### config.mk
export PLATFORM = sky130hd
export DESIGN_NAME = msi_snoop_ctrl
export DESIGN_NICKNAME = d
export VERILOG_FILES = /design/src/rtl/msi_pkg.sv /design/src/rtl/msi_line_store.sv /design/src/rtl/msi_snoop_unit.sv /design/src/rtl/msi_req_fsm.sv /design/src/rtl/msi_snoop_ctrl.sv
export SDC_FILE = /design/constraint.sdc
export NUM_CORES = 1
export LEC_CHECK = 0
export CORE_MARGIN = 4
export CORE_UTILIZATION = 29
export CTS_CLUSTER_DIAMETER = 30
export CTS_CLUSTER_SIZE = 20
export DETAILED_ROUTE_END_ITERATION = 8
export SLEW_MARGIN = 10
export SYNTH_ARGS = -nofsm -noshare
export SYNTH_HDL_FRONTEND = slang
export SYNTH_HIERARCHICAL = 1
export SYNTH_SLANG_ARGS = --single-unit
### constraint.sdc
create_clock -name clk -period 4.25 [get_ports clk]
set_input_delay 0.6375 -clock clk [delete_from_list [all_inputs] [get_ports clk]]
set_output_delay 0.6375 -clock clk [all_outputs]
set_load 0.02 [all_outputs]
### src/rtl/msi_pkg.sv
package msi_pkg;

  typedef enum logic [1:0] {
    LS_I = 2'd0,
    LS_S = 2'd1,
    LS_M = 2'd2
  } line_st_t;

  typedef enum logic [1:0] {
    BC_IDLE = 2'd0,
    BC_GETS = 2'd1,
    BC_GETX = 2'd2,
    BC_PUTX = 2'd3
  } bus_cmd_t;

  typedef enum logic [1:0] {
    OP_LOAD  = 2'd0,
    OP_STORE = 2'd1,
    OP_EVICT = 2'd2,
    OP_NONE  = 2'd3
  } cpu_op_t;

  typedef enum logic [1:0] {
    PH_IDLE = 2'd0,
    PH_WB   = 2'd1,
    PH_FILL = 2'd2,
    PH_RESP = 2'd3
  } phase_t;

  // Decision for one processor access, taken in the accept cycle.
  typedef struct packed {
    logic     need_wb;
    logic     need_fill;
    bus_cmd_t fill_cmd;
    line_st_t fill_st;
    logic     upd;
    line_st_t upd_st;
  } access_plan_t;

  function automatic access_plan_t plan_access(cpu_op_t op, line_st_t st, logic tag_eq);
    access_plan_t p;
    p.need_wb   = 1'b0;
    p.need_fill = 1'b0;
    p.fill_cmd  = BC_IDLE;
    p.fill_st   = LS_I;
    p.upd       = 1'b0;
    p.upd_st    = st;
    case (op)
      OP_LOAD: begin
        if (!(tag_eq && st != LS_I)) begin
          p.need_wb   = (st == LS_M);
          p.need_fill = 1'b1;
          p.fill_cmd  = BC_GETS;
          p.fill_st   = LS_S;
        end
      end
      OP_STORE: begin
        if (!(tag_eq && st == LS_M)) begin
          p.need_wb   = (st == LS_M);
          p.need_fill = 1'b1;
          p.fill_cmd  = BC_GETX;
          p.fill_st   = LS_M;
        end
      end
      OP_EVICT: begin
        if (tag_eq && st == LS_M) begin
          p.need_wb = 1'b1;
        end else if (tag_eq && st == LS_S) begin
          p.upd    = 1'b1;
          p.upd_st = LS_I;
        end
      end
      default: ;
    endcase
    return p;
  endfunction

  // State left behind by a foreign read that matched a valid line.
  function automatic line_st_t snoop_next(line_st_t st, bus_cmd_t cmd);
    line_st_t n;
    n = st;
    if (cmd == BC_GETX) n = LS_I;
    else if (cmd == BC_GETS && st == LS_M) n = LS_S;
    return n;
  endfunction

  function automatic logic snoop_supplies(line_st_t st, bus_cmd_t cmd);
    return (st == LS_M) && (cmd == BC_GETS || cmd == BC_GETX);
  endfunction

endpackage

### src/rtl/msi_line_store.sv
module msi_line_store
  import msi_pkg::*;
#(
  parameter int IDX_W = 3,
  parameter int TAG_W = 9
) (
  input  logic                         clk,
  input  logic                         rst_n,
  input  logic [IDX_W-1:0]             rd_a_idx,
  output line_st_t                     rd_a_st,
  output logic [TAG_W-1:0]             rd_a_tag,
  input  logic [IDX_W-1:0]             rd_b_idx,
  output line_st_t                     rd_b_st,
  output logic [TAG_W-1:0]             rd_b_tag,
  input  logic                         wa_en,
  input  logic [IDX_W-1:0]             wa_idx,
  input  line_st_t                     wa_st,
  input  logic [TAG_W-1:0]             wa_tag,
  input  logic                         wb_en,
  input  logic [IDX_W-1:0]             wb_idx,
  input  line_st_t                     wb_st,
  output line_st_t [(1<<IDX_W)-1:0]    st_vec
);

  localparam int LINES = 1 << IDX_W;

  line_st_t [LINES-1:0]             st_q;
  logic     [LINES-1:0][TAG_W-1:0]  tag_q;
  logic     [LINES-1:0]             sel_a;
  logic     [LINES-1:0]             sel_b;

  for (genvar g = 0; g < LINES; g++) begin : g_dec
    assign sel_a[g] = wa_en && (wa_idx == IDX_W'(g));
    assign sel_b[g] = wb_en && (wb_idx == IDX_W'(g));
  end

  always_ff @(posedge clk or negedge rst_n) begin
    if (!rst_n) begin
      for (int i = 0; i < LINES; i++) begin
        st_q[i]  <= LS_I;
        tag_q[i] <= '0;
      end
    end else begin
      for (int i = 0; i < LINES; i++) begin
        if (sel_a[i]) begin
          st_q[i]  <= wa_st;
          tag_q[i] <= wa_tag;
        end else if (sel_b[i]) begin
          st_q[i] <= wb_st;
        end
      end
    end
  end

  assign rd_a_st  = st_q[rd_a_idx];
  assign rd_a_tag = tag_q[rd_a_idx];
  assign rd_b_st  = st_q[rd_b_idx];
  assign rd_b_tag = tag_q[rd_b_idx];
  assign st_vec   = st_q;

  AST_ONE_WRITER_PER_LINE: assert property (@(posedge clk) disable iff (!rst_n)
    !(wa_en && wb_en && wa_idx == wb_idx));

endmodule

### src/rtl/msi_snoop_unit.sv
module msi_snoop_unit
  import msi_pkg::*;
#(
  parameter int ADDR_W = 12,
  parameter int IDX_W  = 3,
  parameter int ID_W   = 2,
  parameter int MY_ID  = 0
) (
  input  logic                clk,
  input  logic                rst_n,
  input  logic                snoop_valid,
  input  logic [1:0]          snoop_cmd,
  input  logic [ADDR_W-1:0]   snoop_addr,
  input  logic [ID_W-1:0]     snoop_src,
  input  line_st_t            line_st,
  input  logic [ADDR_W-IDX_W-1:0] line_tag,
  output logic [IDX_W-1:0]    snp_idx,
  output logic                wr_en,
  output line_st_t            wr_st,
  output logic                foreign,
  output logic                ev_putx,
  output logic                ev_getx_hit,
  output logic                ev_gets_hit,
  output logic                supply_valid,
  output logic [IDX_W-1:0]    supply_index,
  output logic [ID_W-1:0]     supply_dst
);

  localparam int TAG_W = ADDR_W - IDX_W;

  bus_cmd_t          cmd;
  logic [TAG_W-1:0]  snp_tag;
  logic              tag_eq;
  logic              relevant;

  assign cmd      = bus_cmd_t'(snoop_cmd);
  assign snp_idx  = snoop_addr[IDX_W-1:0];
  assign snp_tag  = snoop_addr[ADDR_W-1:IDX_W];
  assign foreign  = snoop_valid && (snoop_src != ID_W'(MY_ID));
  assign tag_eq   = (line_tag == snp_tag);
  assign relevant = foreign && tag_eq && (line_st != LS_I)
                    && (cmd == BC_GETS || cmd == BC_GETX);

  assign ev_putx     = foreign && (cmd == BC_PUTX);
  assign ev_getx_hit = relevant && (cmd == BC_GETX);
  assign ev_gets_hit = relevant && (cmd == BC_GETS);

  assign wr_st        = snoop_next(line_st, cmd);
  assign wr_en        = relevant && (wr_st != line_st);
  assign supply_valid = relevant && snoop_supplies(line_st, cmd);
  assign supply_index = snp_idx;
  assign supply_dst   = snoop_src;

  AST_SELF_SNOOP_INERT: assert property (@(posedge clk) disable iff (!rst_n)
    (snoop_valid && snoop_src == ID_W'(MY_ID)) |-> (!wr_en && !supply_valid));

  AST_SUPPLY_NEEDS_FOREIGN_READ: assert property (@(posedge clk) disable iff (!rst_n)
    supply_valid |-> (foreign && !ev_putx));

endmodule

### src/rtl/msi_req_fsm.sv
module msi_req_fsm
  import msi_pkg::*;
#(
  parameter int ADDR_W = 12,
  parameter int IDX_W  = 3
) (
  input  logic                     clk,
  input  logic                     rst_n,
  input  logic                     req_valid,
  input  logic [1:0]               req_op,
  input  logic [ADDR_W-1:0]        req_addr,
  input  logic                     snoop_block,
  output logic                     req_ready,
  output logic [IDX_W-1:0]         rd_idx,
  input  line_st_t                 line_st,
  input  logic [ADDR_W-IDX_W-1:0]  line_tag,
  output logic                     bus_req,
  output bus_cmd_t                 bus_cmd,
  output logic [ADDR_W-1:0]        bus_addr,
  input  logic                     bus_gnt,
  output logic                     resp_valid,
  output logic                     resp_hit,
  output logic                     wr_en,
  output logic [IDX_W-1:0]         wr_idx,
  output line_st_t                 wr_st,
  output logic [ADDR_W-IDX_W-1:0]  wr_tag,
  output logic                     ev_accept,
  output logic                     ev_wb_done,
  output logic                     ev_fill_done
);

  localparam int TAG_W = ADDR_W - IDX_W;

  phase_t            ph_q;
  logic [ADDR_W-1:0] lat_addr;
  logic [TAG_W-1:0]  vtag_q;
  logic              fill_q;
  logic              hit_q;
  bus_cmd_t          fcmd_q;
  line_st_t          fst_q;
  access_plan_t      plan;
  logic [TAG_W-1:0]  req_tag;
  logic [IDX_W-1:0]  lat_idx;
  logic [TAG_W-1:0]  lat_tag;
  logic              local_only;

  assign req_tag = req_addr[ADDR_W-1:IDX_W];
  assign lat_idx = lat_addr[IDX_W-1:0];
  assign lat_tag = lat_addr[ADDR_W-1:IDX_W];
  assign rd_idx  = (ph_q == PH_IDLE) ? req_addr[IDX_W-1:0] : lat_idx;

  assign plan       = plan_access(cpu_op_t'(req_op), line_st, line_tag == req_tag);
  assign local_only = !plan.need_wb && !plan.need_fill;

  assign req_ready    = (ph_q == PH_IDLE) && !snoop_block;
  assign ev_accept    = req_valid && req_ready;
  assign ev_wb_done   = (ph_q == PH_WB) && bus_gnt;
  assign ev_fill_done = (ph_q == PH_FILL) && bus_gnt;

  always_ff @(posedge clk or negedge rst_n) begin
    if (!rst_n) begin
      ph_q     <= PH_IDLE;
      lat_addr <= '0;
      vtag_q   <= '0;
      fill_q   <= 1'b0;
      hit_q    <= 1'b0;
      fcmd_q   <= BC_IDLE;
      fst_q    <= LS_I;
    end else begin
      case (ph_q)
        PH_IDLE: if (ev_accept) begin
          lat_addr <= req_addr;
          vtag_q   <= line_tag;
          fill_q   <= plan.need_fill;
          fcmd_q   <= plan.fill_cmd;
          fst_q    <= plan.fill_st;
          hit_q    <= local_only;
          ph_q     <= plan.need_wb ? PH_WB : (plan.need_fill ? PH_FILL : PH_RESP);
        end
        PH_WB:   if (bus_gnt) ph_q <= fill_q ? PH_FILL : PH_RESP;
        PH_FILL: if (bus_gnt) ph_q <= PH_RESP;
        default: ph_q <= PH_IDLE;
      endcase
    end
  end

  always_comb begin
    wr_en  = 1'b0;
    wr_idx = lat_idx;
    wr_st  = LS_I;
    wr_tag = lat_tag;
    if (ph_q == PH_IDLE && ev_accept && local_only && plan.upd) begin
      wr_en  = 1'b1;
      wr_idx = req_addr[IDX_W-1:0];
      wr_st  = plan.upd_st;
      wr_tag = line_tag;
    end else if (ev_wb_done) begin
      wr_en  = 1'b1;
      wr_st  = LS_I;
      wr_tag = vtag_q;
    end else if (ev_fill_done) begin
      wr_en  = 1'b1;
      wr_st  = fst_q;
      wr_tag = lat_tag;
    end
  end

  always_comb begin
    bus_req  = 1'b0;
    bus_cmd  = BC_IDLE;
    bus_addr = '0;
    if (ph_q == PH_WB) begin
      bus_req  = 1'b1;
      bus_cmd  = BC_PUTX;
      bus_addr = {vtag_q, lat_idx};
    end else if (ph_q == PH_FILL) begin
      bus_req  = 1'b1;
      bus_cmd  = fcmd_q;
      bus_addr = lat_addr;
    end
  end

  assign resp_valid = (ph_q == PH_RESP);
  assign resp_hit   = hit_q;

  AST_BUS_HELD_UNTIL_GRANT: assert property (@(posedge clk) disable iff (!rst_n)
    (bus_req && !bus_gnt) |=> (bus_req && $stable(bus_cmd) && $stable(bus_addr)));

  AST_FILL_FOLLOWS_WRITEBACK: assert property (@(posedge clk) disable iff (!rst_n)
    (ev_wb_done && fill_q) |=> (bus_req && bus_cmd != BC_PUTX && bus_addr == $past(lat_addr)));

  AST_RESP_SINGLE_PULSE: assert property (@(posedge clk) disable iff (!rst_n)
    resp_valid |=> !resp_valid);

  AST_READY_ONLY_WHEN_QUIET: assert property (@(posedge clk) disable iff (!rst_n)
    req_ready |-> (!bus_req && !resp_valid));

endmodule

### src/rtl/msi_snoop_ctrl.sv
module msi_snoop_ctrl
  import msi_pkg::*;
#(
  parameter int ADDR_W = 12,
  parameter int IDX_W  = 3,
  parameter int ID_W   = 2,
  parameter int MY_ID  = 0
) (
  input  logic               clk,
  input  logic               rst_n,
  input  logic               cpu_req_valid,
  input  logic [1:0]         cpu_req_op,
  input  logic [ADDR_W-1:0]  cpu_req_addr,
  output logic               cpu_req_ready,
  output logic               cpu_resp_valid,
  output logic               cpu_resp_hit,
  output logic               bus_req,
  output logic [1:0]         bus_cmd,
  output logic [ADDR_W-1:0]  bus_addr,
  output logic [ID_W-1:0]    bus_src,
  input  logic               bus_gnt,
  input  logic               snoop_valid,
  input  logic [1:0]         snoop_cmd,
  input  logic [ADDR_W-1:0]  snoop_addr,
  input  logic [ID_W-1:0]    snoop_src,
  output logic               supply_valid,
  output logic [IDX_W-1:0]   supply_index,
  output logic [ID_W-1:0]    supply_dst
);

  localparam int TAG_W = ADDR_W - IDX_W;
  localparam int LINES = 1 << IDX_W;

  logic [IDX_W-1:0]       p_rd_idx;
  line_st_t               p_st;
  logic [TAG_W-1:0]       p_tag;
  logic                   p_wr_en;
  logic [IDX_W-1:0]       p_wr_idx;
  line_st_t               p_wr_st;
  logic [TAG_W-1:0]       p_wr_tag;
  logic [IDX_W-1:0]       s_idx;
  line_st_t               s_st;
  logic [TAG_W-1:0]       s_tag;
  logic                   s_wr_en;
  line_st_t               s_wr_st;
  logic                   s_foreign;
  logic                   ev_putx;
  logic                   ev_getx_hit;
  logic                   ev_gets_hit;
  logic                   snoop_block;
  bus_cmd_t               bus_cmd_e;
  logic                   ev_accept;
  logic                   ev_wb_done;
  logic                   ev_fill_done;
  line_st_t [LINES-1:0]   st_vec;

  assign snoop_block = s_foreign && (s_idx == cpu_req_addr[IDX_W-1:0]);
  assign bus_cmd     = bus_cmd_e;
  assign bus_src     = ID_W'(MY_ID);

  msi_line_store #(.IDX_W(IDX_W), .TAG_W(TAG_W)) u_store (
    .clk      (clk),
    .rst_n    (rst_n),
    .rd_a_idx (p_rd_idx),
    .rd_a_st  (p_st),
    .rd_a_tag (p_tag),
    .rd_b_idx (s_idx),
    .rd_b_st  (s_st),
    .rd_b_tag (s_tag),
    .wa_en    (p_wr_en),
    .wa_idx   (p_wr_idx),
    .wa_st    (p_wr_st),
    .wa_tag   (p_wr_tag),
    .wb_en    (s_wr_en),
    .wb_idx   (s_idx),
    .wb_st    (s_wr_st),
    .st_vec   (st_vec)
  );

  msi_snoop_unit #(.ADDR_W(ADDR_W), .IDX_W(IDX_W), .ID_W(ID_W), .MY_ID(MY_ID)) u_snoop (
    .clk          (clk),
    .rst_n        (rst_n),
    .snoop_valid  (snoop_valid),
    .snoop_cmd    (snoop_cmd),
    .snoop_addr   (snoop_addr),
    .snoop_src    (snoop_src),
    .line_st      (s_st),
    .line_tag     (s_tag),
    .snp_idx      (s_idx),
    .wr_en        (s_wr_en),
    .wr_st        (s_wr_st),
    .foreign      (s_foreign),
    .ev_putx      (ev_putx),
    .ev_getx_hit  (ev_getx_hit),
    .ev_gets_hit  (ev_gets_hit),
    .supply_valid (supply_valid),
    .supply_index (supply_index),
    .supply_dst   (supply_dst)
  );

  msi_req_fsm #(.ADDR_W(ADDR_W), .IDX_W(IDX_W)) u_fsm (
    .clk          (clk),
    .rst_n        (rst_n),
    .req_valid    (cpu_req_valid),
    .req_op       (cpu_req_op),
    .req_addr     (cpu_req_addr),
    .snoop_block  (snoop_block),
    .req_ready    (cpu_req_ready),
    .rd_idx       (p_rd_idx),
    .line_st      (p_st),
    .line_tag     (p_tag),
    .bus_req      (bus_req),
    .bus_cmd      (bus_cmd_e),
    .bus_addr     (bus_addr),
    .bus_gnt      (bus_gnt),
    .resp_valid   (cpu_resp_valid),
    .resp_hit     (cpu_resp_hit),
    .wr_en        (p_wr_en),
    .wr_idx       (p_wr_idx),
    .wr_st        (p_wr_st),
    .wr_tag       (p_wr_tag),
    .ev_accept    (ev_accept),
    .ev_wb_done   (ev_wb_done),
    .ev_fill_done (ev_fill_done)
  );

  AST_OWNER_DOWNGRADES_ON_READ: assert property (@(posedge clk) disable iff (!rst_n)
    (ev_gets_hit && supply_valid) |=> (st_vec[$past(s_idx)] == LS_S));

  AST_FOREIGN_GETX_INVALIDATES: assert property (@(posedge clk) disable iff (!rst_n)
    ev_getx_hit |=> (st_vec[$past(s_idx)] == LS_I));

  AST_FOREIGN_PUTX_INERT: assert property (@(posedge clk) disable iff (!rst_n)
    (ev_putx && !p_wr_en) |=> (st_vec[$past(s_idx)] == $past(st_vec[s_idx])));

  AST_FILL_LEAVES_VALID: assert property (@(posedge clk) disable iff (!rst_n)
    ev_fill_done |=> (st_vec[$past(p_wr_idx)] != LS_I));

  AST_NO_ACCEPT_ON_SNOOPED_INDEX: assert property (@(posedge clk) disable iff (!rst_n)
    snoop_block |-> !ev_accept);

endmodule

==> impl_metrics.json <==
{
  "hold_violations": 0,
  "wl_per_cell_um": 18.65,
  "maxCapViolations": 0,
  "powerDensity_nw_per_um2": 692.4,
  "avgSynthCellArea_sq_um": 12.52,
  "drive_above_1_share_pct": 33.57,
  "nets": 721,
  "critPathLaunch": "cpu_req_addr[0]",
  "netlist_area_sq_um": 7073,
  "place_area_sq_um": 8403,
  "power_frac_comb_pct": 50.3,
  "die_h_um": 164.2,
  "setup_viol": 0,
  "place_inst": 967,
  "crit_chain": "clkdlybuf4s50_1 > mux2_4 > buf_12 > mux4_1 > mux2_4 > xnor2_2 > nand4_1 > nor4_4 > buf_4 > mux2_4 > nor4b_4 > buf_4 > buf_12 > mux2_2",
  "grt_max_degree": 76,
  "p_clk_share_pct": 21.2,
  "grt_usage_pct": 14.04,
  "netlist_instances": 565,
  "rsz0062_at_grt": "yes",
  "fin_crit_ns": 4.179,
  "grt_pass1_vias": 5086,
  "grt.overflow.total": 0,
  "num_antenna_cells": 0,
  "min-delay-path-class": "primary input to async pin",
  "cpPeakStageDelay_ns": 0.55,
  "tritoncts": "done",
  "drt.antenna.violating_nets": 0,
  "yosysWarningCount": 6,
  "path_clk_slew_ns": 0.05,
  "grt_first_pass_wirelength_mm": 28.86,
  "place_hpwl_mm": 13.06,
  "p_int_mw": 4.174,
  "vias": 5058,
  "p_seq_share_pct": 28.5,
  "die-area_sq_um": 26950,
  "die-width_um": 164.2,
  "r2r-start": "u_fsm/ph_q[1]",
  "p_switching_mw": 2.212,
  "mostFrequentLayoutCells": "dfrtp_1, mux2_2, nand2_1, buf_4, clkdlybuf4s50_1",
  "clock_tree.buffer_depth": 2,
  "irDropWorstVdd_uv": 312.8,
  "slew_violations": 0,
  "critPathRequiredTime_ns": 4.54,
  "crit_family": "multiplexers",
  "relSlewSlack_pct": 34.10,
  "fin_crit_sh_pct": 98.32,
  "skew_ns": 0.007840,
  "crit_arrival_ns": 4.47,
  "htree_levels": 4,
  "place.gp.congestion": 0.8093,
  "final_common_cell": "dfrtp_1",
  "crit_buf_inv": 5,
  "synthToLayoutAreaGrowth_pct": 30.41,
  "cts_buffers": 17,
  "placement.io_buffers": 58,
  "start_util_pct": 29.78,
  "p_sw_share_pct": 34.64,
  "numClockSinks": 115,
  "core_sq_um": 23750,
  "drt_iter0_drc": 315,
  "end_kind": "flop",
  "status": "completed",
  "routed_via_density": 5.008,
  "fmax_ghz": 0.2393,
  "drc": 0,
  "drt_first_pass_iters": 4,
  "fin_area_sq_um": 9224,
  "worst_pin_slew_ns": 0.9886,
  "io_pins": 61,
  "antenna_found_initial": 0,
  "cts_hold_buf": 0,
  "worstSetupPathType": "primary input to flop",
  "clock_latency_ns": 0.41,
  "final_cell_count_no_fill": 1010,
  "p_leak_nw": 4.344,
  "setup_tns_ns": 0,
  "rows": 56,
  "cp_max_fo": 10,
  "cpMostUsedCell": "mux2_4",
  "crit_slowest_cell": "mux4_1",
  "drt-total-wl_mm": 18.84,
  "root_buffer": "clkbuf_16",
  "cp-start-kind": "primary input"
}
==> power groups by stage <==
stage	clock network [mW]	logic (mW)	registers [mW]
finish	1.36	3.21	1.82
floorplan	0	1.95	1.72
global placement	0	2.93	1.81
global route	1.44	3.46	1.87
detailed placement	0	2.95	1.83
CTS	1.39	3.03	1.81
==> state kept, by name, indices dropped and copies added (netlist names) <==
register and count:
u_store/tag_q 72, u_fsm/resp_hit 1, u_fsm/vtag_q 9, u_store/st_vec 16, u_fsm/fcmd_q 2, u_fsm/lat_addr 12, u_fsm/ph_q 2, u_fsm/fill_q 1
==> through the flow <==
step | utilization (%) | worst slack [ns] | total power, mW | hold slack (ns)
global route | 38.83 | -0.04074 | 6.773 | 0.4779
finish | 38.83 | 0.07131 | 6.387 | 0.3916
detailed placement | 35.38 | -0.4224 | 4.780 | 0.4679
CTS | 38.09 | 0.007638 | 6.230 | 0.4297
floorplan | - | 0.06574 | 3.675 | 0.3419
global placement | 35.38 | -0.3496 | 4.746 | 0.4632
==> path summary, 6_finish.rpt <==
kind | slack [ns] | depth (start not counted) | to
max | 0.07 | 14 | u_store/tag_q[5]
min | 0.39 | 1 | u_store/tag_q[28]
max reg2reg | 0.10 | 15 | u_store/tag_q[5]
min reg2reg | 0.47 | 2 | u_fsm/fill_q
max in group asynchronous | 3.00 | 2 | u_store/tag_q[57]
min in group clk | 0.47 | 2 | u_fsm/fill_q
==> layer usage <==
metal	track usage, %	part of all wire (%)	routed length, um
met1	18.88	44	8309
met5	0	0	0
met2	23.24	50	9414
met4	3.202	1.2	227
met3	3.061	4.7	885
==> area by class of cell <==
type | instances | area [sq um]
clock buffers | 24 | 471.7
clock inverters | 6 | 80.08
fillers | 2250 | 14530
inverters | 10 | 37.54
multi-input cells | 398 | 4010
flip-flops and latches | 115 | 2878
well taps | 319 | 399.1
repair buffers | 138 | 1348
==> what timing repair did <==
action | in CTS | in global routing
gates cloned | 1 | 2
setup endpoints to repair | 36 | 78
buffers inserted | 5 | 5
pin swaps | 2 | 4
gates resized for setup | 7 | 21
(Power assumes the default switching activity.)
